File: src/rtl/dbt_pkg.sv
package dbt_pkg;
  typedef enum logic [1:0] {
    TN_IDLE = 2'd0,
    TN_OWN  = 2'd1,
    TN_HOLD = 2'd2
  } tn_state_e;
endpackage

File: src/rtl/dbt_arbiter.sv
module dbt_arbiter #(
  parameter int N  = 4,
  parameter int PW = 2
) (
  input  logic          clk,
  input  logic          rst_n,
  input  logic [N-1:0]    valid,
  input  logic [N*PW-1:0] prio,
  input  logic          bus_free,
  output logic [N-1:0]    gnt
);
  logic [N-1:0] pick;

  // Highest priority wins; strict compare keeps the lowest index on ties.
  always_comb begin
    logic          found;
    logic [PW-1:0] best;
    found = 1'b0;
    best  = '0;
    pick  = '0;
    for (int i = 0; i < N; i++) begin
      if (valid[i] && (!found || prio[i*PW +: PW] > best)) begin
        found   = 1'b1;
        best    = prio[i*PW +: PW];
        pick    = '0;
        pick[i] = 1'b1;
      end
    end
  end

  always_ff @(posedge clk) begin
    if (!rst_n) gnt <= '0;
    else if (bus_free && gnt == '0) gnt <= pick;
    else gnt <= '0;
  end
endmodule

File: src/rtl/dbt_agent.sv
module dbt_agent #(
  parameter int BEATS = 4
) (
  input  logic clk,
  input  logic rst_n,
  input  logic gnt,
  input  logic valid,
  input  logic burst,
  input  logic ext_busy,
  input  logic ack,
  input  logic err,
  input  logic retry,
  output logic ready,
  output logic busy,
  output logic busy_oe
);
  import dbt_pkg::*;

  localparam int CW = (BEATS > 1) ? $clog2(BEATS) : 1;

  tn_state_e     state_q;
  logic [CW-1:0] cnt_q;
  logic          burst_q;
  logic          last_beat;

  assign ready     = gnt & valid & ~ext_busy;
  assign last_beat = ~burst_q | (cnt_q == CW'(BEATS - 1));
  assign busy      = (state_q == TN_OWN);
  assign busy_oe   = (state_q != TN_IDLE);

  always_ff @(posedge clk) begin
    if (!rst_n) begin
      state_q <= TN_IDLE;
      cnt_q   <= '0;
      burst_q <= 1'b0;
    end else begin
      unique case (state_q)
        TN_IDLE: begin
          if (ready) begin
            state_q <= TN_OWN;
            burst_q <= burst;
            cnt_q   <= '0;
          end
        end
        TN_OWN: begin
          if (err || retry) state_q <= TN_HOLD;
          else if (ack) begin
            if (last_beat) state_q <= TN_HOLD;
            else cnt_q <= cnt_q + 1'b1;
          end
        end
        TN_HOLD: state_q <= TN_IDLE;
        default: state_q <= TN_IDLE;
      endcase
    end
  end
endmodule

File: src/rtl/dbt_tenure_ctrl.sv
module dbt_tenure_ctrl #(
  parameter int N     = 4,
  parameter int PW    = 2,
  parameter int BEATS = 4
) (
  input  logic          clk,
  input  logic          rst_n,
  input  logic [N-1:0]    req_valid_i,
  input  logic [N*PW-1:0] req_prio_i,
  input  logic [N-1:0]    req_burst_i,
  output logic [N-1:0]    req_ready_o,
  output logic [N-1:0]    grant_o,
  input  logic          ext_busy_i,
  output logic [N-1:0]    busy_o,
  output logic [N-1:0]    busy_oe_o,
  input  logic          xfer_ack_i,
  input  logic          xfer_err_i,
  input  logic          xfer_retry_i
);
  logic bus_free;

  assign bus_free = ~ext_busy_i & ~(|busy_oe_o);

  dbt_arbiter #(.N(N), .PW(PW)) u_arb (
    .clk      (clk),
    .rst_n    (rst_n),
    .valid    (req_valid_i),
    .prio     (req_prio_i),
    .bus_free (bus_free),
    .gnt      (grant_o)
  );

  for (genvar g = 0; g < N; g++) begin : g_agent
    dbt_agent #(.BEATS(BEATS)) u_agent (
      .clk      (clk),
      .rst_n    (rst_n),
      .gnt      (grant_o[g]),
      .valid    (req_valid_i[g]),
      .burst    (req_burst_i[g]),
      .ext_busy (ext_busy_i),
      .ack      (xfer_ack_i),
      .err      (xfer_err_i),
      .retry    (xfer_retry_i),
      .ready    (req_ready_o[g]),
      .busy     (busy_o[g]),
      .busy_oe  (busy_oe_o[g])
    );
  end
endmodule

File: config.mk
export PLATFORM = sky130hd
export DESIGN_NAME = dbt_tenure_ctrl
export DESIGN_NICKNAME = d
export VERILOG_FILES = /design/src/rtl/dbt_pkg.sv /design/src/rtl/dbt_arbiter.sv /design/src/rtl/dbt_agent.sv /design/src/rtl/dbt_tenure_ctrl.sv
export SDC_FILE = /design/constraint.sdc
export NUM_CORES = 1
export LEC_CHECK = 0
export BUFFER_PORTS_ARGS = -buffer_cell sky130_fd_sc_hd__clkbuf_2
export CORE_MARGIN = 4
export CORE_UTILIZATION = 35
export DETAILED_ROUTE_END_ITERATION = 12
export PLACE_DENSITY_LB_ADDON = 0.05
export SYNTH_ARGS = -nofsm -noshare
export SYNTH_HDL_FRONTEND = slang
export SYNTH_SLANG_ARGS = --single-unit
File: constraint.sdc
create_clock -name clk -period 9.5 [get_ports clk]
set_clock_uncertainty 0.05 [all_clocks]
set_input_delay 1.9 -clock clk [delete_from_list [all_inputs] [get_ports clk]]
set_output_delay 1.9 -clock clk [all_outputs]
set_load 0.02 [all_outputs]
== After elaboration in Yosys (flattened, before gate mapping) ==
Index checks and enable logic that the tools add are counted.

* Flip-flop bits (word level): 24
* Bits in latches: 0
* Memories kept: 0
* Output and inout port bits: 16
* Bits of input ports: 22
* Bits in read-only memories: 0
* Word-level logic and storage cells: 167
* Memory bits (writable): 0

* Equality and inequality tests: 32
* Magnitude comparators: 3
* Div/mod/pow operators: 0
* Multiplexer cells: 50
* $mul: 0
* Reductions and logical operators: 41
* Shift-type cells: 0
* Bitwise logic cells: 21
* $add $sub $neg: 4

{| class="wikitable"
|+ Operators by type and width
! operator !! count
|-
| $mux W2 || 35
|-
| $pmux W2 S2 || 8
|-
| $ne A2 B2 Y1 const B || 12
|-
| $ne A3 B3 Y1 const B || 8
|-
| $reduce_and A5 Y1 || 4
|-
| $reduce_bool A2 Y1 || 8
|-
| $mux W4 || 3
|-
| $reduce_and A3 Y1 || 4
|-
| $reduce_and A2 Y1 || 5
|-
| $and A1 B1 Y1 || 9
|-
| $add A2 B1 Y2 const B || 4
|-
| $eq A2 B1 Y1 const B || 4
|-
| $eq A2 B2 Y1 const B || 4
|-
| $logic_not A2 Y1 || 4
|-
| $ne A2 B1 Y1 const B || 4
|-
| $not A1 Y1 || 8
|-
| $reduce_or A4 Y1 || 2
|-
| $gt A2 B2 Y1 || 3
|-
| $reduce_or A5 Y1 || 1
|-
| $logic_and A1 B1 Y1 || 4
|-
| $logic_not A4 Y1 || 1
|-
| $logic_or A1 B1 Y1 || 4
|-
| $mux W1 || 4
|-
| $or A1 B1 Y1 || 4
|-
| 2 further kinds || 4
|}

== Depth between registers and ports, before layout ==
* Depth in word-level cells: 13
* Gate-level depth with buffers: 16
* Mapped depth without buffers: 15

== Hierarchy ==
From an unflattened synthesis, not the netlist that was laid out.

* Cells, all modules: 164
* Area total of the unflattened synthesis: 1493.9 sq um

{| class="wikitable"
|+ Modules (own cells, without submodules)
! module !! cells each !! area each (sq um) !! seq. area each (sq um) !! instances
|-
| dbt_agent || 29 || 276.5 || 100.1 || 4
|-
| dbt_arbiter || 46 || 376.6 || 80.1 || 1
|-
| dbt_tenure_ctrl || 2 || 11.3 || 0.0 || 1
|}

== Least setup slack after synthesis ==
OpenSTA, ideal clock, no wires.

* Path type: input to register
* Start: in req_valid_i[0]
* End: reg u_arb.gnt[1]
* Stages on the path: 16
* Required time: 9363 ps
* Arrival time: 4967 ps
* Setup time: 87 ps
* Path slack: 4396 ps
* Path buffers: 1
* Path through: buf_4 -> nand2_1 -> ha_1 -> nor2b_1 -> o311a_1 -> a22o_1 -> ha_1 -> nor2b_1 -> a2bb2oi_1 -> o21a_1 -> mux2_2 -> ha_1 -> nor2b_1 -> a2bb2oi_1 -> o21a_1 -> nor4b_2

* Longest elaborated chain between the ends: 13
* Elaborated cells between the ends (all ways): 20
* Those cells by class: order compare: 3; mux: 7; reduce/logical: 10

{| class="wikitable"
|+ RTL lines
! item !! RTL line !! text
|-
| from (decl) || dbt_tenure_ctrl.sv:8 || <nowiki>input logic [N-1:0] req_valid_i,</nowiki>
|-
| $mux W2 or $mux W1 (tied branches) || dbt_arbiter.sv:22 || <nowiki>if (valid[i] && (!found || prio[i*PW +: PW] > best)) begin</nowiki>
|-
| $gt A2 B2 Y1 or $logic_not A1 Y1 (tied branches) || dbt_arbiter.sv:22 ||
|-
| $logic_or A1 B1 Y1 || dbt_arbiter.sv:22 ||
|-
| $logic_and A1 B1 Y1 || dbt_arbiter.sv:22 ||
|-
| $mux W2 or $mux W1 (tied branches) || dbt_arbiter.sv:22 ||
|-
| $gt A2 B2 Y1 or $logic_not A1 Y1 (tied branches) || dbt_arbiter.sv:22 ||
|-
| $logic_or A1 B1 Y1 || dbt_arbiter.sv:22 ||
|-
| $logic_and A1 B1 Y1 || dbt_arbiter.sv:22 ||
|-
| $mux W2 or $mux W1 (tied branches) || dbt_arbiter.sv:22 ||
|-
| $gt A2 B2 Y1 or $logic_not A1 Y1 (tied branches) || dbt_arbiter.sv:22 ||
|-
| $logic_or A1 B1 Y1 || dbt_arbiter.sv:22 ||
|-
| $logic_and A1 B1 Y1 || dbt_arbiter.sv:22 ||
|-
| $reduce_or A4 Y1 (no source line) || -- ||
|-
| to (signal assigned) || dbt_arbiter.sv:33 || <nowiki>else if (bus_free && gnt == '0) gnt <= pick;</nowiki>
|-
| to (decl) || dbt_arbiter.sv:10 || <nowiki>output logic [N-1:0] gnt</nowiki>
|}

Parallel ways exist; a longest one is shown, timed or not.
A chain may end at the register's enable or synchronous reset.

== Worst setup path in the final report ==
* Start: in req_valid_i[0]
* End: reg u_arb.gnt[0]

* Longest elaborated chain between the ends: 13
* Elaborated cells between the ends (all ways): 20
* Those cells by class: order compare: 3; mux: 7; reduce/logical: 10

{| class="wikitable"
|+ RTL lines
! item !! RTL line
|-
| $mux W2 or $mux W1 (tied branches) || dbt_arbiter.sv:22
|-
| $gt A2 B2 Y1 or $logic_not A1 Y1 (tied branches) || dbt_arbiter.sv:22
|-
| $logic_or A1 B1 Y1 || dbt_arbiter.sv:22
|-
| $logic_and A1 B1 Y1 || dbt_arbiter.sv:22
|-
| $mux W2 or $mux W1 (tied branches) || dbt_arbiter.sv:22
|-
| $gt A2 B2 Y1 or $logic_not A1 Y1 (tied branches) || dbt_arbiter.sv:22
|-
| $logic_or A1 B1 Y1 || dbt_arbiter.sv:22
|-
| $logic_and A1 B1 Y1 || dbt_arbiter.sv:22
|-
| $mux W2 or $mux W1 (tied branches) || dbt_arbiter.sv:22
|-
| $gt A2 B2 Y1 or $logic_not A1 Y1 (tied branches) || dbt_arbiter.sv:22
|-
| $logic_or A1 B1 Y1 || dbt_arbiter.sv:22
|-
| $logic_and A1 B1 Y1 || dbt_arbiter.sv:22
|-
| $reduce_or A5 Y1 (no source line) || --
|}

Parallel ways exist; a longest one is shown, timed or not.

==> reports/qor.yml <==
status: "complete, no violations"
critPathRequiredTime_ns: 9.63
tns_ns: 0
start_util_pct: 37.31
die_y_um: 74.23
critPathCaptureType: "flip-flop"
power_leakage_nw: 0.8113
hold_path.class: "flip-flop to flip-flop"
design.core.area_um2: 4115
cp_slowest_cell: "mux2_2"
max_slew.worst_pin.slew_ns: 0.4220
clock_latency_ns: 0.27
place_hpwl_mm: 2.717
h-tree-depth: 1
synth_top_area_share_pct: 31.30
ctsResizeCount: 0
diodes: 0
path_cells: "clkbuf_2 > nand2_1 > ha_1 > nor2b_1 > o211ai_1 > a32oi_1 > ha_1 > nor2b_1 > a2bb2oi_1 > o21a_1 > mux2_2 > ha_1 > nor2b_1 > a2bb2oi_1 > o21a_1 > nor4_2"
maxCapViolations: 0
grt_max_degree: 22
dp_slack_ns: 4.045
layout_common_cells: "37 x clkbuf_2, 24 x dfxtp_1, 17 x nor2b_1"
post_cts_buffers: 0
slew_headroom_pct: 71.48
wl_per_cell_um: 13.57
yosysWarnings: 0
crit_type: "input port to flip-flop"
cp_slowest_stage_delay_ns: 0.36
mostFrequentLayoutCell: "clkbuf_2"
holdPathStages: 2
cts-root-buf: "clkbuf_8"
min_period_ns: 5.197
power_density_nw_per_um2: 133.7
drive_gt1_share_pct: 27.04
cts_tree: "yes"
antenna_found_initial: 0
cts_buffers: 3
finalHoldViolations: 0
avgSynthCellArea_um2: 8.823
synth_area_leaders: "dfxtp_1 31%, buf_4 8.3%, ha_1 8.1%"
yosys.area.top_type: "dfxtp_1"
numPortBuffers: 37
num_rows: 23
first_iter_violations: 47
clock-sinks: 24
pin_count: 38
grt_use_total_pct: 12.85
nNetsFinal: 229
finalCritPeriodShare_pct: 54.71
peakVddDrop_mv: 0.05666
max_freq_mhz: 192.4
die_w_um: 74.23
routed_wl_mm: 3.339
die-area_um2: 5510
seq_area_frac_synth_pct: 31.30
setup_viol: 0
crit_fanout: 9
grt_overflow: 0
area_growth_pct: 11.98
ys_types: 36
ant_nets: 0
grt_pass1_vias: 1245
ctsLongestPathBuffers: 2
ctsHoldBuffers: 0
gp_congestion: 0.8793
synth_area_um2: 1535
startpoint_type: "input port"
syn_nets: 206
clkTransAtPathRegs_ns: 0.09
drt-pass1-iter-count: 4
drc: 0
rsz0062_at_grt: "false"
grt_pass1_wl_mm: 5.513
dr_total_vias: 1217
cp.arrival_ns: 5.33
synth_cells: 174
r2r_cells: 4
report.final.slew_viol_count: 0
ys_ff_latch: 24
finalWorstSetupSlack_ns: 4.303
viasPerCell: 4.947
-- metal layers --
metal,track usage [%],up-vias,wire length (um)
li1,-,628,-
met1,15.27,559,1457
met2,22.64,22,1665
met3,2.568,8,127
met4,5.138,0,88
met5,0,-,0
-- metrics by stage --
| stage | hold slack [ns] | area (um^2) | cells | power [mW] | util (%) |
|---|---|---|---|---|---|
| floorplan | 0.4057 | 1535 | 174 | 0.1305 | - |
| global placement | 0.4216 | 1648 | 242 | 0.1397 | 40.04 |
| detailed placement | 0.4220 | 1648 | 242 | 0.1404 | 40.04 |
| CTS | 0.4359 | 1719 | 246 | 0.2326 | 41.78 |
| global route | 0.4872 | 1719 | 246 | 0.2414 | 41.78 |
| finish | 0.4304 | 1719 | 246 | 0.2299 | 41.78 |
-- critical path, delay by kind of cell --
kind	cells	cell delay [ns]
muxes	1	0.36
buffers and inverters	1	0.17
adders and majority gates	3	0.90
AOI/OAI and AO/OA	6	1.20
and+or+nand+nor	5	0.78
-- sequential cells by signal, indices dropped and copies added (netlist names) --
signal / flops
g_agent.u_agent.burst_q: 4
u_arb.gnt: 4
g_agent.u_agent.cnt_q: 8
g_agent.u_agent.state_q: 8
-- kinds of logic after synthesis --
group | after synthesis | synth area share (%)
AOI/OAI and AO/OA | 26 | 11.90
buffers and inverters | 28 | 11.00
DFF | 24 | 31.30
muxes | 9 | 6.031
adders and majority gates | 10 | 8.150
and+or+nand+nor | 77 | 31.62
-- where the power goes --
group | total, mW | internal (mW) | leakage [nW] | switching (mW)
clock network | 0.0921 | 0.0564 | 0.0357 | 0.0357
logic | 0.0351 | 0.0167 | 0.582 | 0.0184
registers | 0.103 | 0.102 | 0.194 | 0.000994
-- worst paths after layout --
kind                                                     from                     endpoint  slack [ns]
worst min register to register    g_agent[3].u_agent.cnt_q[1]  g_agent[3].u_agent.cnt_q[1]        0.43
worst max-delay path                           req_valid_i[0]                 u_arb.gnt[0]        4.30
worst max register to register  g_agent[1].u_agent.state_q[0]                 u_arb.gnt[0]        7.92
worst min-delay path              g_agent[3].u_agent.cnt_q[1]  g_agent[3].u_agent.cnt_q[1]        0.43
-- synth_stat cells (all sizes together) --
cell type and instances:
nor2b 17, o311a 1, or2 1, and3 1, a22o 1, dfxtp 24, mux2i 7, a2bb2oi 2
nand2 13, a32oi 1, nand3 3, and3b 4, a21o 1, nor4 1, o211ai 1, a22oi 3
and2 8, inv 9, ha 10, nor4bb 3, nor3b 2, nor3 1, nand3b 2, buf 17
clkbuf 2, nand2b 4, o21a 4, mux2 2, nand4b 1, nor2 13, o21ai 1, a21boi 4
a21oi 7, nor4b 2, or4 1
-- cell type report --
type                    count  area (um^2)
clock buffers               3        41.29
clock inverters             1        30.03
fillers                   407         2396
inverters                   9        33.78
multi-input cells         122        885.9
flip-flops and latches     24        480.5
well taps                  50        62.56
repair buffers             37        185.2
Note: power is estimated with default switching activity, not from simulation.
